File: src/rtl/i3c_lb_pkg.sv
package i3c_lb_pkg;

   localparam int          BYTE_W   = 8;
   localparam int          DADDR_W  = 7;
   localparam int          ID_W     = 48;

   localparam logic [7:0]  OP_RSTADDR = 8'h06;
   localparam logic [7:0]  OP_MAXWR   = 8'h8B;
   localparam logic [7:0]  OP_MAXRD   = 8'h8C;
   localparam logic [7:0]  OP_ID      = 8'h8D;
   localparam logic [7:0]  OP_BUSCHAR = 8'h8E;
   localparam logic [7:0]  OP_DEVCHAR = 8'h8F;

   function automatic bit id_is_legal(input logic [ID_W-1:0] id);
      return (id == 48'hFB1122330001) || (id == 48'hFB1122330002) ||
             (id == 48'hFB1122330003) || (id == 48'hFB1122550001);
   endfunction

   function automatic bit devchar_is_legal(input logic [7:0] dc);
      return (dc == 8'hE1) || (dc == 8'hE2) || (dc == 8'hE3) || (dc == 8'hC6);
   endfunction

endpackage

File: src/rtl/lb_byte_fifo.sv
module lb_byte_fifo #(
   parameter  int DEPTH = 2048,
   parameter  int DW    = 8,
   localparam int AW    = $clog2(DEPTH),
   localparam int CW    = AW + 1
) (
   input  logic          clk,
   input  logic          rst_n,
   input  logic          push,
   input  logic [DW-1:0] push_data,
   input  logic          pop,
   output logic [DW-1:0] pop_data,
   output logic [CW-1:0] count,
   output logic          full,
   output logic          empty
);

   logic [DW-1:0] mem [DEPTH];
   logic [AW-1:0] wptr_q, rptr_q;
   logic          do_push, do_pop;

   assign full    = (count == CW'(DEPTH));
   assign empty   = (count == '0);
   assign do_push = push && !full;
   assign do_pop  = pop && !empty;

   always_ff @(posedge clk) begin
      if (do_push) mem[wptr_q] <= push_data;
   end

   always_ff @(posedge clk) begin
      if (do_pop) pop_data <= mem[rptr_q];
   end

   always_ff @(posedge clk or negedge rst_n) begin
      if (!rst_n) begin
         wptr_q <= '0;
         rptr_q <= '0;
         count  <= '0;
      end else begin
         if (do_push) wptr_q <= wptr_q + 1'b1;
         if (do_pop)  rptr_q <= rptr_q + 1'b1;
         count <= count + CW'(do_push) - CW'(do_pop);
      end
   end

endmodule

File: src/rtl/lb_ccc_resp.sv
module lb_ccc_resp
   import i3c_lb_pkg::*;
#(
   parameter logic [ID_W-1:0] ID_VAL   = 48'hFB1122330001,
   parameter logic [7:0]      BUSCHAR  = 8'h06,
   parameter logic [7:0]      DEVCHAR  = 8'hE1,
   parameter logic [15:0]     MAXLEN   = 16'd2048
) (
   input  logic        clk,
   input  logic        rst_n,
   input  logic        op_valid,
   input  logic [7:0]  op_code,
   input  logic        stall,
   output logic        push,
   output logic [7:0]  push_byte
);

   localparam int LEN_W = $clog2(ID_W / BYTE_W + 1);

   logic [ID_W-1:0]  shift_q;
   logic [LEN_W-1:0] left_q;
   logic             busy;

   assign busy      = (left_q != '0);
   assign push      = busy && !stall;
   assign push_byte = shift_q[ID_W-1 -: BYTE_W];

   always_ff @(posedge clk or negedge rst_n) begin
      if (!rst_n) begin
         shift_q <= '0;
         left_q  <= '0;
      end else if (!busy) begin
         if (op_valid) begin
            unique case (op_code)
               OP_MAXWR, OP_MAXRD: begin
                  shift_q <= {MAXLEN, {(ID_W-16){1'b0}}};
                  left_q  <= LEN_W'(2);
               end
               OP_ID: begin
                  shift_q <= ID_VAL;
                  left_q  <= LEN_W'(ID_W / BYTE_W);
               end
               OP_BUSCHAR: begin
                  shift_q <= {BUSCHAR, {(ID_W-BYTE_W){1'b0}}};
                  left_q  <= LEN_W'(1);
               end
               OP_DEVCHAR: begin
                  shift_q <= {DEVCHAR, {(ID_W-BYTE_W){1'b0}}};
                  left_q  <= LEN_W'(1);
               end
               default: ;
            endcase
         end
      end else if (!stall) begin
         shift_q <= {shift_q[ID_W-BYTE_W-1:0], {BYTE_W{1'b0}}};
         left_q  <= left_q - 1'b1;
      end
   end

endmodule

File: src/rtl/lb_read_path.sv
module lb_read_path #(
   parameter bit         INV_LOOPBACK = 1'b0,
   parameter logic [7:0] READ_VALUE   = 8'hA5
) (
   input  logic       clk,
   input  logic       rst_n,
   input  logic       rd_req,
   input  logic       fifo_empty,
   input  logic [7:0] fifo_dout,
   output logic       fifo_pop,
   output logic       rd_valid,
   output logic [7:0] rd_data
);

   always_ff @(posedge clk or negedge rst_n) begin
      if (!rst_n) rd_valid <= 1'b0;
      else        rd_valid <= rd_req;
   end

   generate
      if (INV_LOOPBACK) begin : g_invert
         logic took_q;
         assign fifo_pop = rd_req && !fifo_empty;
         always_ff @(posedge clk or negedge rst_n) begin
            if (!rst_n) took_q <= 1'b0;
            else        took_q <= fifo_pop;
         end
         assign rd_data = took_q ? ~fifo_dout : READ_VALUE;
      end else begin : g_const
         logic unused_fifo_side;
         assign unused_fifo_side = fifo_empty ^ (^fifo_dout);
         assign fifo_pop = 1'b0;
         assign rd_data  = READ_VALUE;
      end
   endgenerate

endmodule

File: src/rtl/i3c_tgt_loopfifo.sv
module i3c_tgt_loopfifo
   import i3c_lb_pkg::*;
#(
   parameter int          DEPTH        = 2048,
   parameter logic [63:0] PID          = 64'h0000_FB11_2233_0001,
   parameter logic [7:0]  DCR          = 8'hE1,
   parameter logic [7:0]  BCR          = 8'h06,
   parameter bit          INV_LOOPBACK = 1'b0,
   parameter logic [7:0]  READ_VALUE   = 8'hA5
) (
   input  logic               clk,
   input  logic               rst_n,
   input  logic               wr_valid,
   input  logic [7:0]         wr_data,
   input  logic               rd_req,
   output logic               rd_valid,
   output logic [7:0]         rd_data,
   input  logic               ccc_valid,
   input  logic [7:0]         ccc_code,
   input  logic               daa_valid,
   input  logic [DADDR_W-1:0] daa_addr,
   output logic               dyn_addr_valid,
   output logic [DADDR_W-1:0] dyn_addr,
   output logic               overflow
);

   localparam int              CW      = $clog2(DEPTH) + 1;
   localparam logic [ID_W-1:0] ID_LOW  = PID[ID_W-1:0];
   localparam logic [15:0]     MAXLEN  = 16'(DEPTH);

   generate
      if (DEPTH < 2 || (DEPTH & (DEPTH - 1)) != 0) begin : g_bad_depth
         $error("DEPTH must be a power of two of at least 2");
      end
      if (!id_is_legal(ID_LOW)) begin : g_bad_id
         $error("PID low 48 bits are not a supported identifier");
      end
      if (!devchar_is_legal(DCR)) begin : g_bad_dcr
         $error("DCR is not a supported characteristic byte");
      end
   endgenerate

   logic          addr_reset;
   logic          resp_push;
   logic [7:0]    resp_byte;
   logic          q_push;
   logic [7:0]    q_byte;
   logic          q_pop;
   logic [7:0]    q_dout;
   logic [CW-1:0] fifo_count;
   logic          q_full, q_empty;

   assign addr_reset = ccc_valid && (ccc_code == OP_RSTADDR);

   lb_ccc_resp #(
      .ID_VAL  (ID_LOW),
      .BUSCHAR (BCR),
      .DEVCHAR (DCR),
      .MAXLEN  (MAXLEN)
   ) u_resp (
      .clk       (clk),
      .rst_n     (rst_n),
      .op_valid  (ccc_valid),
      .op_code   (ccc_code),
      .stall     (wr_valid),
      .push      (resp_push),
      .push_byte (resp_byte)
   );

   assign q_push = wr_valid || resp_push;
   assign q_byte = wr_valid ? wr_data : resp_byte;

   lb_byte_fifo #(
      .DEPTH (DEPTH),
      .DW    (BYTE_W)
   ) u_fifo (
      .clk       (clk),
      .rst_n     (rst_n),
      .push      (q_push),
      .push_data (q_byte),
      .pop       (q_pop),
      .pop_data  (q_dout),
      .count     (fifo_count),
      .full      (q_full),
      .empty     (q_empty)
   );

   lb_read_path #(
      .INV_LOOPBACK (INV_LOOPBACK),
      .READ_VALUE   (READ_VALUE)
   ) u_rd (
      .clk        (clk),
      .rst_n      (rst_n),
      .rd_req     (rd_req),
      .fifo_empty (q_empty),
      .fifo_dout  (q_dout),
      .fifo_pop   (q_pop),
      .rd_valid   (rd_valid),
      .rd_data    (rd_data)
   );

   always_ff @(posedge clk or negedge rst_n) begin
      if (!rst_n)                 overflow <= 1'b0;
      else if (addr_reset)        overflow <= 1'b0;
      else if (q_push && q_full)  overflow <= 1'b1;
   end

   always_ff @(posedge clk or negedge rst_n) begin
      if (!rst_n) begin
         dyn_addr_valid <= 1'b0;
         dyn_addr       <= '0;
      end else if (addr_reset) begin
         dyn_addr_valid <= 1'b0;
      end else if (daa_valid && !dyn_addr_valid) begin
         dyn_addr_valid <= 1'b1;
         dyn_addr       <= daa_addr;
      end
   end

endmodule

File: config.mk
export PLATFORM = sky130hd
export DESIGN_NAME = i3c_tgt_loopfifo
export DESIGN_NICKNAME = d
export VERILOG_FILES = /design/src/rtl/i3c_lb_pkg.sv /design/src/rtl/lb_byte_fifo.sv /design/src/rtl/lb_ccc_resp.sv /design/src/rtl/lb_read_path.sv /design/src/rtl/i3c_tgt_loopfifo.sv
export SDC_FILE = /design/constraint.sdc
export NUM_CORES = 1
export LEC_CHECK = 0
export CAP_MARGIN = 0
export CORE_UTILIZATION = 40
export CTS_CLUSTER_DIAMETER = 30
export CTS_CLUSTER_SIZE = 24
export DETAILED_ROUTE_END_ITERATION = 6
export GPL_TIMING_DRIVEN = 0
export HOLD_SLACK_MARGIN = 0.03
export PLACE_DENSITY = 0.73
export SYNTH_ARGS = -nofsm -noshare
export SYNTH_HDL_FRONTEND = slang
export SYNTH_SLANG_ARGS = --single-unit
export TNS_END_PERCENT = 50
File: constraint.sdc
create_clock -name clk -period 2.11 [get_ports clk]
set_input_delay 0.5275 -clock clk [delete_from_list [all_inputs] [get_ports clk]]
set_output_delay 0.5275 -clock clk [all_outputs]
set_load 0.1 [all_outputs]
==> impl_metrics.py <==
metrics = {
    "grt": {
        "initial_antenna_violation_count": 0,
        "grt_start_max_net_pins": 26,
        "gr-total-overflow": 0,
        "overall_track_demand_over_capacity_in_global_routing_pct": 13.9,
        "first_pass_grt_wire_length_um": 3710,
        "vias_in_the_first_global_route": 882,
    },
    "logic_synthesis": {
        "synth.ff_latch_count": 25,
        "post_synth_main_area_contributors": "sky130_fd_sc_hd__dfrtp_1, sky130_fd_sc_hd__mux2_4, sky130_fd_sc_hd__xnor2_1, sky130_fd_sc_hd__buf_4, sky130_fd_sc_hd__ha_1",
        "synth_cells": 109,
        "synthDistinctLibCells": 34,
        "post-synth-top-area-cell": "sky130_fd_sc_hd__dfrtp_1",
        "synth.most_common_cell": "sky130_fd_sc_hd__dfrtp_1",
        "number_of_enable_type_register_cells_in_the_synthesized_netlist": 0,
        "synth_top_area_share_pct": 48.7,
        "postSynth.asyncResetShare_pct": 100,
        "synth.top_cells.by_count": "sky130_fd_sc_hd__dfrtp_1, sky130_fd_sc_hd__buf_4, sky130_fd_sc_hd__xnor2_1, sky130_fd_sc_hd__mux2_4",
        "yosys_warnings": 0,
        "avgSynthCellArea_um2": 11.8,
        "synth.cell_area_um2": 1280,
        "ys_seq_area_share_pct": 48.7,
        "yosys_most_used_dff": "sky130_fd_sc_hd__dfrtp_1",
    },
    "cts": {
        "clkLatencyLatePin_ns": 0.31,
        "cts_buffers": 3,
        "clock_tree_from_tritoncts": "built",
        "cts.htree.levels": 1,
        "clock-sinks": 25,
        "cts-root-to-sink-buffers": 2,
        "postCtsSetupRepairBufs": 0,
        "cts_hold_buf": 0,
        "clk_pin_slew_worst_paths_ns": 0.14,
        "cts_root_buf": "sky130_fd_sc_hd__clkbuf_4",
    },
    "floorplanning": {
        "count_of_boundary_i_o_pins": 47,
        "floorplan.die_area_um2": 3440,
        "horizontal_die_dimension_um": 58.7,
        "start_util_pct": 42.0,
        "placeable_core_region_um2": 3050,
        "die_h_um": 58.7,
        "placementRows": 20,
    },
    "sta": {
        "clock_skew_ns": 0.00872,
        "min_period_ns": 2.05,
        "rsz0062_at_grt": "no",
        "report.final.hold_viol_count": 0,
        "timing.fmax_ghz": 0.488,
        "slew_viol_final": 0,
        "setup_violating_endpoint_count_in_the_final_report": 0,
        "final.setup.tns_ns": 0,
        "final_min_period_over_clock_period_pct": 97.1,
        "max_slew_margin_pct": 29.1,
        "worst_slew_pin_slew_ns": 1.06,
    },
    "critical_path": {
        "crit_path_end_kind": "primary output",
        "cpMaxStageDelayCell": "sky130_fd_sc_hd__dlygate4sd2_1",
        "critPathMaxFanout": 2,
        "worst-endpoint-arrival_ns": 1.52,
        "path_class": "register to primary output",
        "startpoint_class_of_the_critical_path": "register",
        "critPathTopFamily": "buffers and inverters",
        "buffers_and_inverters_on_the_worst_path": 1,
        "slowest_delay_ns": 0.85,
        "critical_path_required_ns": 1.58,
        "cp_cell_sequence": "dlygate4sd2_1",
    },
    "pwr": {
        "power.internal_mw": 0.920,
        "combinational_share_of_power_pct": 40.9,
        "p_switching_mw": 0.648,
        "seqPwrFrac_pct": 45.5,
        "clockPowerShare_pct": 13.6,
        "ir_drop_mv": 0.394,
        "power-per-cell-area_nw_per_um2": 925,
        "p_leak_nw": 0.756,
        "netSwitchingFraction_pct": 41.3,
    },
    "finish": {
        "final_core_utilization_pct": 55.5,
        "layout-drive-gt1-share_pct": 20.9,
        "antenna_cells_inserted": 0,
        "synthToLayoutAreaGrowth_pct": 32.1,
        "final_nets": 182,
    },
    "placement": {
        "gpl.final_weighted_congestion": 0.776,
        "placement.io_buffers": 30,
        "detailed_place_hpwl_um": 1710,
    },
    "flow_run": {
        "max_cap_violations": 0,
    },
    "routing": {
        "antenna_violating_nets_post_route": 0,
        "first_iter_violations": 15,
        "wirelength_um": 2210,
        "final_routed_wire_length_divided_by_cell_count_um": 11.5,
        "vias": 909,
        "dr.pass1.iters": 4,
        "avgViaCountPerCell": 4.73,
        "post-route-drc-count": 0,
    },
    "hold_path": {
        "hold_path.class": "register to register",
    },
    "status": {
        "status": "finished, final reports clean",
    },
}
## cells by family after synthesis
family / after synthesis / share of synthesized area, %
compound gates: 8 / 3.70
xor+xnor: 10 / 6.82
fa+ha+maj: 4 / 3.90
buf+inv: 15 / 6.72
flops: 25 / 48.7
mux: 9 / 9.84
other cells: 2 / 0.585
simple gates: 36 / 19.7
## registers in the layout, summed over array words and instances (netlist names)
| signal | count |
|---|---|
| overflow | 1 |
| u_rd.rd_valid | 1 |
| dyn_addr_valid | 1 |
| u_fifo.count | 12 |
| u_resp.left_q | 3 |
| dyn_addr | 7 |
## power groups by stage
stage               combinational (mW)  clock, mW  sequential (mW)
finish                           0.641      0.213            0.714
global route                     0.701      0.242            0.732
CTS                              0.642      0.228            0.696
detailed placement               0.654          0            0.706
global placement                 0.634          0            0.697
floorplan                        0.362          0            0.828
## layout by cell type (no fill, tap or decap), drive strengths merged, types with 4 or more instances in the layout
master / instances
ha: 4
o21ai: 4
conb: 8
clkbuf: 4
mux2: 8
nor2: 6
clkdlybuf4s50: 20
xnor2: 8
nand2: 6
dfrtp: 25
inv: 6
buf: 8
clkdlybuf4s15: 6
## final timing paths
| path | end | slack, ns | start | cells past startpoint |
|---|---|---|---|---|
| worst max-delay path | dyn_addr[5] | 0.06 | dyn_addr[5] | 1 |
| worst min-delay path | u_fifo.count[11] | 0.49 | u_fifo.count[11] | 1 |
| min in group asynchronous | dyn_addr[3] | 0.77 | rst_n | 1 |
| worst max register to register | u_fifo.count[8] | 0.17 | u_resp.left_q[0] | 11 |
| max in group asynchronous | u_resp.left_q[0] | 0.70 | rst_n | 1 |
| worst min register to register | u_fifo.count[11] | 0.49 | u_fifo.count[11] | 1 |
## cell type report
cell class	count	area [um2]
clock buffers	3	22.5
inverters	6	22.5
repair buffers	30	293
plain buffers	8	60.1
fillers	279	1360
multi-input cells	75	609
well taps	44	55.1
flip-flops and latches	25	626
clock inverters	1	7.51
## stage by stage
stage / hold slack [ns] / cell area, um2 / power (mW) / setup slack (ns) / std cells
global route: 0.515 / 1700 / 1.67 / 0.00317 / 192
detailed placement: 0.460 / 1660 / 1.36 / -0.231 / 189
CTS: 0.486 / 1680 / 1.57 / 0.0166 / 193
floorplan: 0.232 / 1310 / 1.19 / 0.271 / 115
finish: 0.485 / 1700 / 1.57 / 0.0620 / 192
global placement: 0.462 / 1660 / 1.33 / -0.204 / 189
## metal layers
layer  GRT usage (%)  up-vias  share of wire [%]
li1                -      446                  -
met1            16.6      434                 43
met2            25.0       29                 49
met3            4.62        0                7.5
met4            2.04        0                  0
met5               0        -                  0
## timing repair
| action | in CTS | in global routing |
|---|---|---|
| pin swaps | 0 | 1 |
| setup endpoints to repair | 10 | 10 |
| endpoints found under the hold margin | 0 | 0 |
| resized for setup | 12 | 11 |
Power figures use the tool's default switching activity.
